$ cat config.mk
export PLATFORM = sky130hd
export DESIGN_NAME = rx_trigger_fifo
export DESIGN_NICKNAME = d
export VERILOG_FILES = /design/src/rtl/rxf_pkg.sv /design/src/rtl/rxf_store.sv /design/src/rtl/rxf_srcsel.sv /design/src/rtl/rxf_ctrl.sv /design/src/rtl/rx_trigger_fifo.sv
export SDC_FILE = /design/constraint.sdc
export NUM_CORES = 1
export LEC_CHECK = 0
export BUFFER_PORTS_ARGS = -buffer_cell sky130_fd_sc_hd__buf_2
export CAP_MARGIN = 15
export CELL_PAD_IN_SITES_DETAIL_PLACEMENT = 1
export CELL_PAD_IN_SITES_GLOBAL_PLACEMENT = 1
export CORE_MARGIN = 5
export CORE_UTILIZATION = 40
export CTS_BUF_LIST = sky130_fd_sc_hd__clkbuf_8
export CTS_CLUSTER_SIZE = 40
export DETAILED_ROUTE_END_ITERATION = 10
export PLACE_DENSITY = 0.61
export SYNTH_ARGS = -nofsm -noshare
export SYNTH_HDL_FRONTEND = slang
export SYNTH_SLANG_ARGS = --single-unit
$ cat constraint.sdc
create_clock -name clk -period 8.6 [get_ports clk]
set_input_delay 1.72 -clock clk [delete_from_list [all_inputs] [get_ports clk]]
set_output_delay 1.72 -clock clk [all_outputs]
set_load 0.005 [all_outputs]
$ cat src/rtl/rxf_pkg.sv
package rxf_pkg;
  localparam int FLAG_W = 3;
  localparam int FLG_FRAME = 0;
  localparam int FLG_PARITY = 1;
  localparam int FLG_BREAK = 2;

  typedef struct packed {
    logic brk;
    logic par;
    logic frm;
  } rxf_flags_t;
endpackage

$ cat src/rtl/rxf_store.sv
module rxf_store #(
  parameter int DEPTH = 16,
  parameter int EW = 11,
  localparam int PW = (DEPTH > 1) ? $clog2(DEPTH) : 1
) (
  input  logic          clk,
  input  logic          we,
  input  logic [PW-1:0] widx,
  input  logic [EW-1:0] wdata,
  input  logic [PW-1:0] ridx,
  output logic [EW-1:0] rdata
);
  logic [EW-1:0] slot [DEPTH];

  for (genvar i = 0; i < DEPTH; i++) begin : g_slot
    always_ff @(posedge clk) begin
      if (we && (widx == PW'(i))) slot[i] <= wdata;
    end
  end

  assign rdata = slot[ridx];
endmodule

$ cat src/rtl/rxf_srcsel.sv
module rxf_srcsel #(
  parameter int DW = 8,
  localparam int EW = DW + rxf_pkg::FLAG_W
) (
  input  logic                      clk,
  input  logic                      rst_n,
  input  logic                      loopback_en,
  input  logic                      can_accept,
  input  logic                      ext_valid,
  input  logic [DW-1:0]             ext_data,
  input  logic [rxf_pkg::FLAG_W-1:0] ext_flags,
  output logic                      ext_ready,
  input  logic                      lb_valid,
  input  logic [DW-1:0]             lb_data,
  input  logic [rxf_pkg::FLAG_W-1:0] lb_flags,
  output logic                      lb_ready,
  output logic                      push,
  output logic [EW-1:0]             wentry
);
  import rxf_pkg::*;

  logic [DW-1:0]     sel_data;
  rxf_flags_t        sel_flags;

  assign ext_ready = can_accept && !loopback_en;
  assign lb_ready  = can_accept && loopback_en;
  assign push      = (ext_valid && ext_ready) || (lb_valid && lb_ready);

  always_comb begin
    if (loopback_en) begin
      sel_data  = lb_data;
      sel_flags = rxf_flags_t'(lb_flags);
    end else begin
      sel_data  = ext_data;
      sel_flags = rxf_flags_t'(ext_flags);
    end
    if (sel_flags.brk) sel_data = '0;
  end

  assign wentry = {sel_flags, sel_data};

  p_one_source_r9: assert property (@(posedge clk) disable iff (!rst_n)
    !(ext_ready && lb_ready));
  p_no_ext_in_loop_r9: assert property (@(posedge clk) disable iff (!rst_n)
    loopback_en |-> !ext_ready);
endmodule

$ cat src/rtl/rxf_ctrl.sv
module rxf_ctrl #(
  parameter int DEPTH = 16,
  parameter int TRIG = 1,
  localparam int PW = (DEPTH > 1) ? $clog2(DEPTH) : 1,
  localparam int CW = $clog2(DEPTH + 1)
) (
  input  logic          clk,
  input  logic          rst_n,
  input  logic          fifo_en,
  input  logic          flush,
  input  logic          push,
  input  logic          rd_req,
  output logic          can_accept,
  output logic [PW-1:0] widx,
  output logic [PW-1:0] ridx,
  output logic          empty,
  output logic          full,
  output logic          irq_set,
  output logic          irq_clr
);
  logic [CW-1:0] count_q, count_n, after_pop, eff_depth;
  logic [PW-1:0] rptr_q, rptr_n, mask;
  logic          mode_q, flush_int, pop_dec, set_n, clr_n;

  assign eff_depth = fifo_en ? CW'(DEPTH) : CW'(1);
  assign mask      = fifo_en ? PW'(DEPTH - 1) : '0;
  assign flush_int = flush || (fifo_en != mode_q);
  assign can_accept = (count_q < eff_depth) && !flush_int;

  assign pop_dec   = rd_req && (count_q != '0);
  assign after_pop = count_q - CW'(pop_dec);
  assign widx      = (rptr_q + PW'(count_q)) & mask;
  assign ridx      = rptr_q;

  always_comb begin
    if (flush_int) begin
      count_n = '0;
      rptr_n  = '0;
    end else begin
      count_n = after_pop + CW'(push);
      rptr_n  = pop_dec ? ((rptr_q + PW'(1)) & mask) : rptr_q;
    end
    set_n = push && !flush_int && ((after_pop + CW'(1)) == CW'(TRIG));
    clr_n = rd_req && !set_n && ((after_pop + CW'(1)) == CW'(TRIG));
  end

  always_ff @(posedge clk or negedge rst_n) begin
    if (!rst_n) begin
      count_q <= '0;
      rptr_q  <= '0;
      mode_q  <= 1'b0;
      empty   <= 1'b1;
      full    <= 1'b0;
      irq_set <= 1'b0;
      irq_clr <= 1'b0;
    end else begin
      count_q <= count_n;
      rptr_q  <= rptr_n;
      mode_q  <= fifo_en;
      empty   <= (count_n == '0);
      full    <= (count_n == eff_depth);
      irq_set <= set_n;
      irq_clr <= clr_n;
    end
  end

  p_no_overflow_r3: assert property (@(posedge clk) disable iff (!rst_n)
    !(push && (count_q >= eff_depth)));
  p_set_has_push_r5: assert property (@(posedge clk) disable iff (!rst_n)
    irq_set |-> $past(push));
  p_empty_read_hold_r7: assert property (@(posedge clk) disable iff (!rst_n)
    (rd_req && empty && !push && !flush_int) |=> empty);
  p_flush_empties_r10: assert property (@(posedge clk) disable iff (!rst_n)
    flush_int |=> (empty && !full));
  p_pulses_exclusive_r6: assert property (@(posedge clk) disable iff (!rst_n)
    !(irq_set && irq_clr));
endmodule

$ cat src/rtl/rx_trigger_fifo.sv
module rx_trigger_fifo #(
  parameter int DEPTH = 16,
  parameter int DW = 8,
  parameter int TRIG = 1
) (
  input  logic          clk,
  input  logic          rst_n,
  input  logic          fifo_en,
  input  logic          loopback_en,
  input  logic          flush,
  input  logic          ext_valid,
  output logic          ext_ready,
  input  logic [DW-1:0] ext_data,
  input  logic [2:0]    ext_flags,
  input  logic          lb_valid,
  output logic          lb_ready,
  input  logic [DW-1:0] lb_data,
  input  logic [2:0]    lb_flags,
  input  logic          rd_req,
  output logic [DW-1:0] rd_data,
  output logic [2:0]    rd_flags,
  input  logic          stat_clr,
  output logic [2:0]    stat_flags,
  output logic          empty,
  output logic          full,
  output logic          can_accept,
  output logic          irq_set,
  output logic          irq_clr
);
  import rxf_pkg::*;

  localparam int EW = DW + FLAG_W;
  localparam int PW = (DEPTH > 1) ? $clog2(DEPTH) : 1;

  logic          push;
  logic [EW-1:0] wentry, head;
  logic [PW-1:0] widx, ridx;

  rxf_srcsel #(.DW(DW)) u_sel (
    .clk(clk), .rst_n(rst_n), .loopback_en(loopback_en), .can_accept(can_accept),
    .ext_valid(ext_valid), .ext_data(ext_data), .ext_flags(ext_flags), .ext_ready(ext_ready),
    .lb_valid(lb_valid), .lb_data(lb_data), .lb_flags(lb_flags), .lb_ready(lb_ready),
    .push(push), .wentry(wentry)
  );

  rxf_ctrl #(.DEPTH(DEPTH), .TRIG(TRIG)) u_ctrl (
    .clk(clk), .rst_n(rst_n), .fifo_en(fifo_en), .flush(flush), .push(push),
    .rd_req(rd_req), .can_accept(can_accept), .widx(widx), .ridx(ridx),
    .empty(empty), .full(full), .irq_set(irq_set), .irq_clr(irq_clr)
  );

  rxf_store #(.DEPTH(DEPTH), .EW(EW)) u_store (
    .clk(clk), .we(push), .widx(widx), .wdata(wentry), .ridx(ridx), .rdata(head)
  );

  assign rd_data  = head[DW-1:0];
  assign rd_flags = head[EW-1:DW];

  always_ff @(posedge clk or negedge rst_n) begin
    if (!rst_n)        stat_flags <= '0;
    else if (rd_req)   stat_flags <= rd_flags;
    else if (stat_clr) stat_flags <= '0;
  end

  p_stat_latch_r11: assert property (@(posedge clk) disable iff (!rst_n)
    rd_req |=> (stat_flags == $past(rd_flags)));
endmodule

# Yosys cells after proc, flatten, opt, wreduce, memory -nomap -nowiden
# Memory sizes are Yosys's and may differ from the RTL's.
# Cells that the tools add are included.
[op_classes] mux=87 eq_ne=18 n_addsub=5 n_reduce_logical=51 order_cmp=1 bitwise=2
[ops] cell="2-to-1 mux 11 bit" count=15
[ops] cell="OR reduction 11 bit" count=15
[ops] cell="2-to-1 mux 4 bit" count=18
[ops] cell="2-to-1 mux 1 bit" count=47
[ops] cell="equality test 4 bit, second input constant" count=8
[ops] cell="logical AND 1 bit" count=26
[ops] cell="equality test 4 x 3 -> 1 bit, second input constant" count=4
[ops] cell="2-to-1 mux 8 bit" count=2
[ops] cell="2-to-1 mux 5 bit" count=2
[ops] cell="2-to-1 mux 3 bit" count=3
[ops] cell="AND 4 bit" count=2
[ops] cell="equality test 4 x 2 -> 1 bit, second input constant" count=2
[ops] cell="adder 5 x 1 -> 5 bit" count=1
[ops] cell="adder 5 x 1 -> 5 bit, second input constant" count=1
[ops] cell="equality test 5 x 1 -> 1 bit, second input constant" count=1
[ops] cell="equality test 5 bit" count=1
[ops] cell="logical NOT 5 bit" count=1
[ops] cell="< comparator 5 bit" count=1
[ops] cell="nonzero test 5 bit" count=1
[ops] cell="subtractor 5 x 1 -> 5 bit" count=1
[ops] cell="adder 4 x 1 -> 4 bit, second input constant" count=1
[ops] cell="adder 4 bit" count=1
[ops] cell="equality test 4 x 1 -> 1 bit, second input constant" count=1
[ops] cell="logical NOT 4 bit" count=1
[ops] cell="4 further kinds" count=8
[totals] ram_bits=176 regBits=17 n_memories=1 inputBits=31 out_inout_bits=21 word_cells=173
[memory_table] memory="u_store.slot" words=16 width=11 read_ports=1 rd_clocked_by_memory_dff=0 wr=1 line="rxf_store.sv:13" source="logic [EW-1:0] slot [DEPTH];"

# Depth between registers and ports, before layout
# Gate-level depths: netlist of the first run.
[logic_depth] ltp_word=26 ltp_mapped=13 mapped_depth_nobuf=12

# Hierarchy
# Synthesis of the first run repeated with hierarchy kept, for this count alone.
[hier_totals] hier_cells=419 area_unflattened_um2=8045.2
[modules_own_cells] module="rxf_store" n_inst=1 cells_each=294 area_per_inst_um2=6819.0 seq_area_each_um2=5285.1
[modules_own_cells] module="rxf_ctrl" n_inst=1 cells_each=99 area_per_inst_um2=943.4 seq_area_each_um2=351.6
[modules_own_cells] module="rxf_srcsel" n_inst=1 cells_each=19 area_per_inst_um2=175.2 seq_area_each_um2=0.0
[modules_own_cells] module="rx_trigger_fifo" n_inst=1 cells_each=7 area_per_inst_um2=107.6 seq_area_each_um2=75.1

# Least setup slack after synthesis of the first run
# OpenSTA, ideal clock, no wires.
[synth_timing] kind="input port to output port" startpoint="in fifo_en" endpoint="out ext_ready" slack_ns=4.126 cell_stages=6 arrival_ns=2.754 cell_sequence="clkbuf_1 inv_1 ha_1 o21ai_0 nand2_1 nor2_1"
[synth_via] elab_chain_cells=5 elab_cells_between_ends=7 classes_between="order compare: 1; eq/ne: 1; mux: 1; reduce/logical: 4"
[synth_lines] element="start, declared" line="rx_trigger_fifo.sv:8" source="input logic fifo_en,"
[synth_lines] element="branches (longest 3 deep; another with < comparator 5 bit)"
[synth_lines] element="logical AND 1 bit (*)" line="rxf_ctrl.sv:28" source="assign can_accept = (count_q < eff_depth) && !flush_int;"
[synth_lines] element="logical AND 1 bit (*)" line="rxf_srcsel.sv:25" source="assign ext_ready = can_accept && !loopback_en;"
[synth_lines] element="end, declared" line="rx_trigger_fifo.sv:12" source="output logic ext_ready,"
# Every way passes the cells marked *.

# Final worst setup path of the first run
[layout_timing] startpoint="reg u_ctrl.rptr_q[0], in the netlist u_ctrl.ridx[0]" endpoint="out rd_flags[2]"
[layout_via] elab_chain_cells=1
[layout_lines] element="start, declared" line="rxf_ctrl.sv:22" source="logic [PW-1:0] rptr_q, rptr_n, mask;"
[layout_lines] element="start signal, assigned" line="rxf_ctrl.sv:58" source="rptr_q <= rptr_n;"
[layout_lines] element="memory read (16 x 11 bit)"
[layout_lines] element="end, declared" line="rx_trigger_fifo.sv:21" source="output logic [2:0] rd_flags,"
# No other way between the ends.

==> key figures, run 1 <==
Run status
  • Status: completed

Power and ir drop
  • Peak supply drop: 0.0942 mV
  • PwrDens: 192 nW/um^2
  • Leakage: about 3.1 nW

CTS
  • Post-CTS Resized: 0
  • Clk_lat worst skew: around 460 ps
  • Setup bufs post-CTS: 0
  • Hold-fix buffers at CTS: 0
  • CTS tree: yes
  • Clock sinks: about 190
  • Reg clk slew, reported paths: 100 ps
  • Clk buf depth: 2
  • H-tree depth: 4
  • Clock Tree Root: clkbuf_8
  • CTS buffer count: 17

Floorplan
  • Die width: around 150 microns
  • Site row count: 52
  • Core area: a little over 20000 sq um
  • Die area: 23200 sq um
  • Initial Util: 0.404
  • # IOs: 52
  • Chip height: 152 microns

Worst hold path
  • Cell count of the worst hold path: 1
  • Hold Crit Class: flip-flop to flip-flop
  • Hold_sp: stat_flags[0]
  • Hold worst-path end: stat_flags[0]

Setup path
  • Req. time, crit path: between 6000 and 7000 ps
  • Reg2Reg Setup Slack: between 5000 and 6000 ps
  • Max Fanout on Critical Path: between 50 and 60
  • FF-to-FF path depth: 12
  • Capture point of the worst reg-to-reg path: u_ctrl.full
  • Reg2reg start: u_ctrl.count_q[2]
  • WS Path Type: flip-flop to output pin
  • Worst Setup SP: u_ctrl.ridx[0]
  • Crit. End Element: output pin
  • Critical Path Start Type: flip-flop
  • Arrival @ worst endpoint: ~3100 ps

Timing
  • Final hold violations: 0
  • Max-slew headroom: 0.240
  • Clock Skews: 13.6 ps
  • Hold Slack: between 500 and 600 ps
  • Final Slew Violations: 0
  • Setup TNS: 0 ps
  • Peak Freq: approximately 0.21 GHz
  • Crit path time final: 4810 ps
  • Slew at the pin with the worst max-slew slack: roughly 1100 ps
  • Final Cycle Share: 0.559
  • Unrepaired setup endpoints after global routing: no
  • Final Setup Violations: 0

Final layout
  • Layout cells sized above 1: 0.264
  • Commonest non-fill, non-tap cell in the layout: edfxtp_1
  • Most frequent cells in the layout: 176 x edfxtp_1, 51 x buf_2, 36 x mux2i_1
  • ANT cells: 0
  • Layout net count: 578
  • Area of the multi-input gates: about 2200 sq um
  • Sequential Area: 5720 sq um
  • Layout area overhead: 11.6%
  • Fillers: just under 2000

Yosys
  • Seq/Total Area, Yosys: 0.703
  • Cells after synthesis: ~480
  • Top_reg_cell synth: edfxtp_1
  • Synth warn: 0
  • Leading post-synthesis cells by cell area: edfxtp_1 65%, mux4_2 6.9%, dfrtp_1 4.9%
  • Post-synth EDFFs: ~180
  • Syn nets: around 520
  • Syn avg cell area: about 17 sq um
  • FFs w/ async S/R, synth: 0.0881
  • Synth Register Bits: 193
  • Yosys top cell area share: 0.651
  • Dominant cell type by area after synthesis: edfxtp_1
  • Distinct cells, synth: 47
  • Mapped Area: between 8000 and 9000 sq um

Route
  • Vias/cell: roughly 5.3
  • Wirelength per Cell: roughly 23 microns
  • Via count: between 4000 and 5000
  • DRC: 0
  • DR pass1 iterations: 4
  • Total wire length: approximately 19 mm
  • Final ANT Viol Nets: 0
  • 1st-iter DRT viols: around 250

Run
  • MaxCap Viol Count: 0

Global routing
  • Vias in the first global route: roughly 4800
  • First-pass GRT wire length: between 20 and 30 mm
  • GRT overflow: 0
  • Largest net degree at the start of global routing: 52
  • Total Routing Usage GR: 0.168
  • Initial antenna violation count: 0

Placed design
  • RePlAce Congestion: about 0.76
  • Post-DP HPWL: approximately 12 mm
  • I/O Buffers: a little over 50
[worst max path at each step]
stage,slack [ps],endpoint
finish,3790,rd_flags[2]
global placement,3850,u_ctrl.full
global route,3570,rd_flags[2]
floorplan,4130,ext_ready
detailed placement,3700,u_ctrl.full
CTS,3680,rd_flags[2]
[kinds of logic after synthesis]
kind of cell | count (synthesis) | synth area share
AND/OR/NAND/NOR | 89 | 0.0530
multiplexers | 76 | 0.140
adder cells (fa/ha/maj) | 10 | 0.0163
XOR/XNOR | 10 | 0.0108
AO/OA/AOI/OAI | 65 | 0.0530
buffers and inverters | 34 | 0.0233
flip-flops | 193 | 0.703
[registers in the layout, indices dropped and copies added, names as in the netlist]
signal	flops
u_ctrl.ridx	4
u_ctrl.full	1
u_store.slot	176
u_ctrl.irq_set	1
u_ctrl.count_q	5
stat_flags	3
u_ctrl.irq_clr	1
u_ctrl.empty	1
u_ctrl.mode_q	1
[area by class of cell]
type	instances	share of cell area
repair buffers	64	0.0389
multi-input cells	250	0.246
clock inverters	15	0.0167
flip-flops and latches	193	0.631
well taps	270	0.0373
inverters	11	0.00456
clock buffers	17	0.0258
[per-stage QoR]
step                cell area, sq um  power [mW]   util  instances  setup WS [ps]
finish                          9060        1.74  0.451        820           3790
detailed placement              8680        1.19  0.432        788           3700
global placement                8680        1.19  0.432        788           3850
floorplan                       8120        1.14      -        477           4130
CTS                             9060        1.76  0.451        820           3680
global route                    9060        1.82  0.451        820           3570
[synth_stat cells, types with 2 or more instances]
cell type	count
a211oi_2	4
a21oi_1	17
a221oi_1	8
a22o_1	3
a22oi_1	8
and2_1	5
buf_2	4
buf_4	3
buf_6	6
clkbuf_1	9
dfrtp_1	16
edfxtp_1	176
ha_1	9
inv_1	11
mux2_2	12
mux2i_1	36
mux4_1	3
mux4_2	25
nand2_1	17
nand3_1	7
nand4_1	2
nor2_1	36
nor2b_1	6
nor3_1	2
nor3b_1	2
o21ai_0	20
or4_1	2
xnor2_1	4
xor2_1	6
[per-layer routing]
layer	global-route usage	part of all wire	vias to the layer above	wire (microns)
li1	-	-	1989	-
met1	0.226	0.42	2264	7930
met4	0.0522	0.0091	0	172
met2	0.279	0.51	103	9540
met3	0.0304	0.066	12	1240
met5	0	0	-	0
[power breakdown]
| group | leakage (nW) | internal, mW | switching (mW) | total [mW] |
|---|---|---|---|---|
| Clock | 0.171 | 0.236 | 0.336 | 0.572 |
| Combinational | 1.06 | 0.0474 | 0.0760 | 0.123 |
| Sequential | 1.82 | 1.04 | 0.00577 | 1.05 |
[critical path: stages (launching register included)]
cell	delay, ps
dfrtp_4	610
buf_4	760
mux4_1	710
a211oi_2	280
a21oi_1	90
buf_2	160
(Power assumes the default switching activity.)
==> run 2: changes to the inputs <==
PLACE_DENSITY = 0.63   (was 0.61)
clock period = 3.9 ns   (was 8.6 ns; I/O delays follow)
==> run 2 against run 1 <==
Against the previous run:
- sequential cell count did not move
- clock power rose by 140%
- critical endpoint unchanged
- clock-buffer cell count did not move
- hold slack got worse by 280 ps
- first-iteration DRC count rose by 60%
==> key figures, run 2 (synthesis results as in run 1) <==
Timing
  • Unrepaired setup endpoints after global routing: no
  • Final WS setup: 392 ps (-3400 ps)
  • Final Setup Violations: 0 (unchanged)
  • Max-slew headroom: 0.284 (+0.0443)
  • Final Slew Violations: 0 (unchanged)
  • Setup TNS: 0 ps (unchanged)
  • Final hold violations: 0 (unchanged)
  • Peak Freq: 0.285 GHz
  • Slew at the pin with the worst max-slew slack: 1070 ps (-66.2 ps)
  • Crit path time final: between 3000 and 4000 ps
  • Clock Skews: 14.5 ps (+0.930 ps)
  • Final Cycle Share: 0.899

Final layout
  • Layout cells sized above 1: 0.283 (+0.0193)
  • Layout net count: 604 (+4.5%)
  • Layout area overhead: 14.4%
  • Most flops, register: u_store.slot
  • Largest register FFs: 176 (unchanged)
  • ANT cells: 0 (unchanged)
  • Commonest non-fill, non-tap cell in the layout: edfxtp_1
  • Most frequent cells in the layout: 176 x edfxtp_1, 51 x buf_2, 39 x buf_4

Route
  • DR pass1 iterations: 4 (unchanged)
  • DRC: 0 (unchanged)
  • Final ANT Viol Nets: 0 (unchanged)
  • Total wire length: 19.6 mm (+3.9%)
  • Vias/cell: 5.39 (+1.1%)
  • Via count: 4556 (+4.3%)
  • 1st-iter DRT viols: 394 (+60%)
  • Wirelength per Cell: 23.2 microns (+0.74%)

Floorplan
  • Initial Util: 0.404 (unchanged)
  • Core area: 20100 sq um (unchanged)
  • # IOs: 52 (unchanged)
  • Chip height: 152 microns (unchanged)
  • Site row count: 52 (unchanged)
  • Die width: 152 microns (unchanged)
  • Die area: 23200 sq um (unchanged)

Global routing
  • Initial antenna violation count: 0 (unchanged)
  • Vias in the first global route: 4954 (+2.7%)
  • Total Routing Usage GR: 0.174 (+0.00598)
  • GRT overflow: 0 (unchanged)
  • Largest net degree at the start of global routing: 29 (-44%)
  • First-pass GRT wire length: 30.3 mm (+2.9%)

Placed design
  • RePlAce Congestion: 0.765 (+1.4%)
  • Post-DP HPWL: 12.9 mm (+7.3%)
  • Dpl ws: 215 ps (-3480 ps)
  • I/O Buffers: 51 (unchanged)

Power and ir drop
  • PwrDens: 429 nW/um^2 (+120%)
  • Pwr Total: 3.98 mW (+130%)
  • Leakage: 3.24 nW (+6.0%)
  • Peak supply drop: 0.220 mV (+130%)

Setup path
  • Crit-path cells: buf_4 -> mux4_2 -> nor2b_1 -> a211oi_2 -> a21oi_1 -> buf_2
  • Arrival @ worst endpoint: 2730 ps (-360 ps)
  • Slowest stage delay, CP: 810 ps (+50 ps)
  • Critical-path top delay cell: dfrtp_4
  • WS Path Type: flip-flop to output pin
  • Crit. End Element: output pin
  • Max Fanout on Critical Path: 28 (-45%)
  • Critical Path Start Type: flip-flop
  • Req. time, crit path: 3120 ps (-3760 ps)

CTS
  • Clock Tree Root: clkbuf_8
  • Setup bufs post-CTS: 0 (unchanged)
  • Clk_lat worst skew: 460 ps (about the same)
  • Post-CTS Resized: 0 (unchanged)
  • CTS buffer count: 17 (unchanged)
  • Clock sinks: 193 (unchanged)
  • Reg clk slew, reported paths: 100 ps (about the same)
  • Clk buf depth: 2 (unchanged)
  • Hold-fix buffers at CTS: 0 (unchanged)
  • CTS tree: yes
  • H-tree depth: 4 (unchanged)

Worst hold path
  • Hold Crit Class: primary input to asynchronous set/reset pin

Run status
  • Status: completed

Run
  • MaxCap Viol Count: 0 (unchanged)
run 2: cell types whose count changed in the layout (fill, tap and decap cells not counted), sizes merged:
cell      before  now
buf           64   90
bufinv         1    4
clkinv         1    5
clkinvlp       7    2
inv           17   15
run 2: final timing paths:
| check | from | endpoint | slack (ps) | cells after the start |
|---|---|---|---|---|
| max in group asynchronous | rst_n | u_ctrl.ridx[0] | 3330 | 1 |
| min reg2reg | stat_flags[0] | stat_flags[0] | 510 | 1 |
| min | rst_n | u_ctrl.mode_q | 240 | 1 |
| min in group clk | stat_flags[0] | stat_flags[0] | 510 | 1 |
| max reg2reg | u_ctrl.count_q[2] | u_ctrl.full | 440 | 12 |
| max | u_ctrl.ridx[0] | rd_flags[2] | 390 | 6 |
run 2: power by group:
group	switching [mW]	leakage [nW]	total, mW	internal [mW]
registers	0.0148	1.82	2.31	2.29
clock network	0.700	0.216	1.40	0.696
logic	0.167	1.20	0.277	0.110
total	0.881	3.24	3.98	3.10
run 2: area by class of cell:
cell class / instances / area [sq um]
Clock buffer: 17 / 234
Clock inverter: 15 / 193
Fill cell: 1982 / 10800
Inverter: 11 / 41.3
Multi-Input combinational cell: 250 / 2220
Sequential cell: 193 / 5720
Tap cell: 270 / 338
Timing Repair Buffer: 90 / 548
run 2: per-stage QoR:
stage / instances / hold WS [ps] / util / cell area, sq um
6_report: 846 / 239 / 0.462 / 9290
5_1_grt: 846 / 237 / 0.462 / 9290
4_1_cts: 846 / 208 / 0.462 / 9290
3_5_place_dp: 814 / 490 / 0.441 / 8860
3_3_place_gp: 814 / 482 / 0.441 / 8860
2_1_floorplan: 477 / 484 / - / 8120
run 2: per-layer routing:
layer	wire [microns]	global-route usage	vias to the layer above	part of all wire
li1	-	-	2042	-
met1	8200	0.226	2374	0.42
met4	313	0.0547	0	0.016
met2	10200	0.300	119	0.52
met5	0	0	-	0
met3	935	0.0287	21	0.048
run 2: worst max-delay path, delay by kind of cell, from the launching register on:
kind	cells	cell delay [ps]
compound gates	2	290
mux	1	500
simple gates	1	150
buf+inv	2	490
flops	1	810
